===== src/rtl/cbr_pkg.sv =====
package cbr_pkg;
  typedef enum logic [2:0] {
    RG_POWER,
    RG_BANK,
    RG_STAT,
    RG_WIN,
    RG_NONE
  } region_e;

  localparam logic [7:0] PWR_ON_CODE  = 8'h84;
  localparam logic [7:0] PWR_OFF_CODE = 8'hFE;
endpackage


===== src/rtl/cbr_decode.sv =====
module cbr_decode
  import cbr_pkg::*;
(
  input  logic [3:0] nib,
  output region_e    region
);
  always_comb begin
    unique case (nib)
      4'h8:                      region = RG_POWER;
      4'hA:                      region = RG_BANK;
      4'hB:                      region = RG_STAT;
      4'hC, 4'hD, 4'hE, 4'hF:    region = RG_WIN;
      default:                   region = RG_NONE;
    endcase
  end
endmodule


===== src/rtl/cbr_xlate.sv =====
module cbr_xlate #(
  parameter int ADDR_W = 16,
  parameter int BANK_W = 2
) (
  input  logic [BANK_W-1:0] bank,
  input  logic [ADDR_W-1:0] addr,
  output logic [ADDR_W-1:0] cart_addr
);
  localparam int WIN_W = ADDR_W - BANK_W;
  localparam logic [ADDR_W-1:0] OFF_MASK = ADDR_W'((1 << (WIN_W + 1)) - 1);
  localparam logic [ADDR_W:0]   WIN_BASE = (ADDR_W+1)'(1) << WIN_W;

  logic [ADDR_W:0] base_w, off_w, sum_w;

  // bank * window size + (addr masked to two windows) - one window
  assign base_w    = {1'b0, bank, {WIN_W{1'b0}}};
  assign off_w     = {1'b0, addr & OFF_MASK};
  assign sum_w     = base_w + off_w - WIN_BASE;
  assign cart_addr = sum_w[ADDR_W-1:0];
endmodule


===== src/rtl/cbr_regs.sv =====
module cbr_regs
  import cbr_pkg::*;
#(
  parameter int DATA_W = 8,
  parameter int BANK_W = 2,
  parameter int CNT_W  = 2
) (
  input  logic              clk,
  input  logic              rst_n,
  input  logic              acc,
  input  logic              wr,
  input  logic              last,
  input  region_e           region,
  input  logic [DATA_W-1:0] wdata,
  output logic              bridge_en,
  output logic [BANK_W-1:0] bank,
  output logic              cart_en,
  output logic [CNT_W-1:0]  rst_cnt,
  output logic              bank_reset,
  output logic [DATA_W-1:0] rdata
);
  localparam logic [DATA_W-1:0] BANK_MAX = DATA_W'((1 << BANK_W) - 1);
  localparam logic [CNT_W-1:0]  CNT_TOP  = CNT_W'((1 << CNT_W) - 1);

  logic wr_eff;
  assign wr_eff = acc && wr && last;

  always_ff @(posedge clk) begin
    if (!rst_n) begin
      bridge_en  <= 1'b0;
      bank       <= '0;
      cart_en    <= 1'b0;
      rst_cnt    <= CNT_TOP;
      bank_reset <= 1'b0;
    end else begin
      bank_reset <= 1'b0;
      unique case (region)
        RG_POWER: begin
          if (wr_eff && wdata == DATA_W'(PWR_ON_CODE)) begin
            if (!bridge_en) begin
              bank    <= BANK_W'(3);
              rst_cnt <= '0;
              cart_en <= 1'b0;
            end
            bridge_en <= 1'b1;
          end else if (wr_eff && wdata == DATA_W'(PWR_OFF_CODE)) begin
            bridge_en <= 1'b0;
          end
        end
        RG_BANK: begin
          if (wr_eff && bridge_en)
            bank <= (wdata > BANK_MAX) ? '0 : wdata[BANK_W-1:0];
        end
        RG_STAT: begin
          if (wr_eff && bridge_en) begin
            if (wdata[0]) begin
              if (!cart_en) begin
                rst_cnt    <= CNT_TOP;
                bank_reset <= 1'b1;
              end
              cart_en <= 1'b1;
            end else begin
              cart_en <= 1'b0;
            end
          end else if (acc && !wr && bridge_en) begin
            if (cart_en && rst_cnt == CNT_W'(3))
              rst_cnt <= CNT_W'(2);
            else if (!cart_en && rst_cnt == CNT_W'(2))
              rst_cnt <= CNT_W'(1);
            else if (!cart_en && rst_cnt == CNT_W'(1))
              rst_cnt <= CNT_W'(0);
          end
        end
        default: ;
      endcase
    end
  end

  always_comb begin
    rdata = '0;
    if (region == RG_POWER) begin
      rdata = bridge_en ? DATA_W'(PWR_ON_CODE) : '0;
    end else if (region == RG_STAT && bridge_en) begin
      rdata[7]   = 1'b1;
      rdata[3:2] = rst_cnt;
      rdata[0]   = cart_en;
    end
  end
endmodule


===== src/rtl/cart_bridge.sv =====
module cart_bridge
  import cbr_pkg::*;
#(
  parameter int ADDR_W = 16,
  parameter int DATA_W = 8,
  parameter int BANK_W = 2,
  parameter int CNT_W  = 2
) (
  input  logic              clk,
  input  logic              rst_n,
  input  logic              req_valid,
  output logic              req_ready,
  input  logic              req_write,
  input  logic              req_last,
  input  logic [ADDR_W-1:0] req_addr,
  input  logic [DATA_W-1:0] req_wdata,
  output logic              rsp_valid,
  output logic [DATA_W-1:0] rsp_data,
  input  logic              cart_present,
  output logic              cart_req_valid,
  input  logic              cart_req_ready,
  output logic              cart_req_write,
  output logic [ADDR_W-1:0] cart_addr,
  output logic [DATA_W-1:0] cart_wdata,
  input  logic              cart_rsp_valid,
  input  logic [DATA_W-1:0] cart_rsp_data,
  output logic              cart_bank_reset
);
  typedef enum logic [1:0] {ST_IDLE, ST_CREQ, ST_CRSP} state_e;

  state_e            state_q;
  region_e           region;
  logic              hs, win_live;
  logic              bridge_en, cart_en_q;
  logic [BANK_W-1:0] bank_q;
  logic [CNT_W-1:0]  cnt_q;
  logic [DATA_W-1:0] reg_rdata;
  logic [ADDR_W-1:0] xl_addr;

  cbr_decode u_dec (
    .nib    (req_addr[ADDR_W-1 -: 4]),
    .region (region)
  );

  cbr_xlate #(.ADDR_W(ADDR_W), .BANK_W(BANK_W)) u_xl (
    .bank      (bank_q),
    .addr      (req_addr),
    .cart_addr (xl_addr)
  );

  assign req_ready = (state_q == ST_IDLE);
  assign hs        = req_valid && req_ready;
  assign win_live  = (region == RG_WIN) && bridge_en && cart_present;

  cbr_regs #(.DATA_W(DATA_W), .BANK_W(BANK_W), .CNT_W(CNT_W)) u_regs (
    .clk        (clk),
    .rst_n      (rst_n),
    .acc        (hs && region != RG_WIN),
    .wr         (req_write),
    .last       (req_last),
    .region     (region),
    .wdata      (req_wdata),
    .bridge_en  (bridge_en),
    .bank       (bank_q),
    .cart_en    (cart_en_q),
    .rst_cnt    (cnt_q),
    .bank_reset (cart_bank_reset),
    .rdata      (reg_rdata)
  );

  assign cart_req_valid = (state_q == ST_CREQ);

  always_ff @(posedge clk) begin
    if (!rst_n) begin
      state_q        <= ST_IDLE;
      rsp_valid      <= 1'b0;
      rsp_data       <= '0;
      cart_req_write <= 1'b0;
      cart_addr      <= '0;
      cart_wdata     <= '0;
    end else begin
      rsp_valid <= 1'b0;
      unique case (state_q)
        ST_IDLE: begin
          if (hs) begin
            if (win_live) begin
              cart_req_write <= req_write;
              cart_addr      <= xl_addr;
              cart_wdata     <= req_wdata;
              state_q        <= ST_CREQ;
            end else if (!req_write) begin
              rsp_valid <= 1'b1;
              rsp_data  <= reg_rdata;
            end
          end
        end
        ST_CREQ: begin
          if (cart_req_ready)
            state_q <= cart_req_write ? ST_IDLE : ST_CRSP;
        end
        ST_CRSP: begin
          if (cart_rsp_valid) begin
            rsp_valid <= 1'b1;
            rsp_data  <= cart_rsp_data;
            state_q   <= ST_IDLE;
          end
        end
        default: state_q <= ST_IDLE;
      endcase
    end
  end
endmodule


===== config.mk =====
export PLATFORM = sky130hd
export DESIGN_NAME = cart_bridge
export DESIGN_NICKNAME = d
export VERILOG_FILES = /design/src/rtl/cbr_pkg.sv /design/src/rtl/cbr_decode.sv /design/src/rtl/cbr_xlate.sv /design/src/rtl/cbr_regs.sv /design/src/rtl/cart_bridge.sv
export SDC_FILE = /design/constraint.sdc
export NUM_CORES = 1
export LEC_CHECK = 0
export BUFFER_PORTS_ARGS = -buffer_cell sky130_fd_sc_hd__buf_2
export CORE_MARGIN = 2
export CORE_UTILIZATION = 43
export DETAILED_ROUTE_END_ITERATION = 16
export GPL_ROUTABILITY_DRIVEN = 0
export GPL_TIMING_DRIVEN = 0
export PLACE_DENSITY = 0.88
export SETUP_SLACK_MARGIN = 0.05
export SLEW_MARGIN = 40
export SYNTH_ARGS = -nofsm -noshare
export SYNTH_HDL_FRONTEND = slang
export SYNTH_SLANG_ARGS = --single-unit

===== constraint.sdc =====
create_clock -name clk -period 1.8 [get_ports clk]
set_input_delay 0.18 -clock clk [delete_from_list [all_inputs] [get_ports clk]]
set_output_delay 0.18 -clock clk [all_outputs]
set_load 0.005 [all_outputs]

==> metrics.md <==
| Metric | Value |
|---|---|
| Worst Tran Pin Value | `523 ps` |
| Max Slew Vio Count | `0` |
| Drt first pass iters | `4` |
| Clock Sinks | `43` |
| Syn. warnings | `0` |
| Detailed-route via count | `1949` |
| Area fraction of the dominant cell type after synthesis | `46.1%` |
| # setup viols final | `0` |
| DRT Wirelength | `about 5.1 mm` |
| GRT Total Usage | `20.6%` |
| N_diodes | `0` |
| Worst Skew | `6.72 ps` |
| Synthesized flop and latch total | `43` |
| Final Non-Filler Cells | `360` |
| Post-Syn Instances | `228` |
| Initial core utilization | `45.7%` |
| HPWL after detailed placement | `about 3.8 mm` |
| Hold_sp | `req_addr[4]` |
| CTS tree | `done` |
| Post-synthesis net count | `269` |
| VDD IR max | `0.436 mV` |
| Global-route wire length before repair | `between 8 and 9 mm` |
| Clk Latency, worst-skew pair | `300 ps` |
| Initial antenna violation count | `0` |
| Post CTS Setup Buffer Count | `0` |
| Cell Area, Synth | `around 1900 µm²` |
| # Max-Cap Violations | `0` |
| Rel. slew slack | `about two thirds` |
| Status | `complete, no violations` |
| Worst hold slack | `106 ps` |
| WS Path Type | `register to register` |
| Ys flop type | `dfxtp_1` |
| Worst Path Max Fanout | `7` |
| Post-route ant nets | `0` |
| DRT iter0 DRCs | `86` |
| Part of the cycle the worst path needs | `between 90% and 100%` |
| Port bufs | `75` |
| DIE HEIGHT | `69.9 µm` |
| Pleak | `0.00103 µW` |
| Synth area leaders | `dfxtp_1, nand2_1, a21oi_1, a211oi_1, nor2_1` |
| Die area | `4880 µm²` |
| Register area share after synthesis | `46.1%` |
| Syn avg cell area | `8.18 µm²` |
| Placed cells | `353` |
| Gr ovfl total | `0` |
| CP endpoint kind | `register` |
| Share of layout cells above drive strength 1 | `between 30% and 40%` |
| Fin crit period | `1680 ps` |
| Die width | `69.9 µm` |
| # rows | `23` |
| Critical Path AT | `1890 ps` |
| Post-synth top area cell | `dfxtp_1` |
| Worst slack, placed | `-128 ps` |
| Clk root buf | `clkbuf_8` |
| Worst r2r path cells | `4` |
| Fraction of registers with async set/reset | `0%` |
| RSZ-0062 raised after global routing | `false` |
| F_max | `0.596 GHz` |
| CP startpoint kind | `register` |
| Vias per inst | `5.41` |
| Post-synth EDFFs | `0` |
| Drt drc | `0` |
| Ports | `77` |
| WL per Instance | `14.1 µm` |
| Crit path from | `state_q[1]` |
| Final setup margin | `between 100 and 150 ps` |
| Largest net degree at the start of global routing | `15` |
| Maximum root-to-sink buffer count | `2` |
| Layout Nets | `350` |
| Hold Crit Class | `input pin to register` |
| Origin of the critical flop-to-flop path | `state_q[1]` |
| Final Util | `59.3%` |
| Total negative slack | `0 ps` |
| Power Density | `760 nW/µm²` |
| CTS buffer count | `5` |
| Fill cells | `roughly 390` |
| Core Footprint | `4090 µm²` |
| H-tree levels | `2` |
| Final Hold Fails | `0` |
| Hold Path Stages | `3` |
| Vias in the first global route | `1815` |
| Area growth, synth to finish | `29.9%` |
| Reg clk slew, reported paths | `around 80 ps` |
| Distinct cells, synth | `47` |
| Critical Path RT | `about 2000 ps` |
[layout by cell type (no fill, tap or decap), types with 2 or more instances in the layout]
master | synthesis | final
o21ai_0 | 3 | 3
nor3_1 | 3 | 3
clkbuf_2 | 0 | 4
nand3_1 | 7 | 7
xor2_1 | 2 | 2
or4_4 | 2 | 2
clkbuf_1 | 9 | 5
dfxtp_1 | 43 | 42
and4b_1 | 2 | 2
buf_2 | 3 | 78
a311oi_1 | 2 | 2
clkbuf_8 | 0 | 5
nand3b_1 | 2 | 2
a211oi_1 | 6 | 6
and3_1 | 2 | 2
nand4_1 | 5 | 5
inv_1 | 7 | 7
a21oi_1 | 33 | 33
nor2b_1 | 2 | 2
and2_1 | 2 | 2
nand2_1 | 54 | 54
nand2b_1 | 2 | 2
nor2_1 | 10 | 10
[flip-flops by register name, summed over array words and instances, names as in the netlist]
signal,count
cart_req_write,1
u_regs.bridge_en,1
u_regs.bank_reset,1
rsp_data,8
cart_wdata,8
u_regs.rst_cnt,2
u_regs.bank,2
cart_addr,16
rsp_valid,1
u_regs.cart_en,1
state_q,2
[power breakdown]
| part | switching [µW] | internal, µW | total, µW |
|---|---|---|---|
| sequential | 2.47 | 956 | 959 |
| clock | 338 | 413 | 751 |
| combinational | 73.7 | 57.5 | 131 |
| total | 415 | 1430 | 1840 |
[layer usage]
metal	share of wire, %	wire, µm	GRT usage, %	up-vias
met5	0	0	1.11	-
met4	2.8	144	8.97	0
met3	6.4	327	4.33	14
met2	49	2500	35.0	66
met1	41	2100	25.0	904
li1	-	-	-	965
[what timing repair did]
action,4_1_cts,5_1_grt
endpoints found under the setup margin,33,23
hold buffers,0,0
pin swaps,0,0
resized for setup,2,8
hold endpoints to repair,0,0
[worst max-delay path, stage by stage (launching register included)]
cell      delay (ps)
dfxtp_1          390
nor3b_4          300
nand4_1          250
o41a_1           390
a211oi_1         250
[area by class of cell]
type	instances	area, µm²	share of cell area, %
Buffer	12	53.8	2.22
Clock buffer	5	68.8	2.84
Clock inverter	3	43.8	1.81
Inverter	7	26.3	1.08
Multi-Input combinational cell	165	931	38.4
Sequential cell	43	862	35.6
Tap cell	50	62.6	2.58
Timing Repair Buffer	75	375	15.5
[final timing paths]
path / to / slack (ps)
setup reg to reg: u_regs.bank[1] / 120
setup / recovery: u_regs.bank[1] / 120
hold reg to reg: rsp_data[5] / 460
hold / removal: cart_addr[4] / 110
[cell usage after synthesis, drive strengths merged (2+ instances only)]
cell type,n
nor2,10
a21oi,33
and4b,2
or4,3
and2,2
and3,2
nand2b,2
buf,3
nor3b,2
nand3b,2
o21ai,3
a211oi,6
nand4,5
nor2b,2
a311oi,2
inv,7
nand2,54
clkbuf,9
dfxtp,43
xor2,2
nor3,3
nand3,7
[through the flow]
stage / cell area [µm²] / power [µW]
detailed placement: 2300 / 1110
global placement: 2300 / 1100
finish: 2420 / 1840
global route: 2420 / 1900
CTS: 2410 / 1850
floorplan: 1870 / 1030
[logic make-up after synthesis]
kind of cell	count (synthesis)	synth area share, %
AOI/OAI and AO/OA	56	18.6
and+or+nand+nor	105	28.6
adders and majority gates	1	0.671
DFF	43	46.1
buffers and inverters	20	4.56
xor gates and xnor gates	3	1.41
Note: power is estimated with default switching activity, not from simulation.
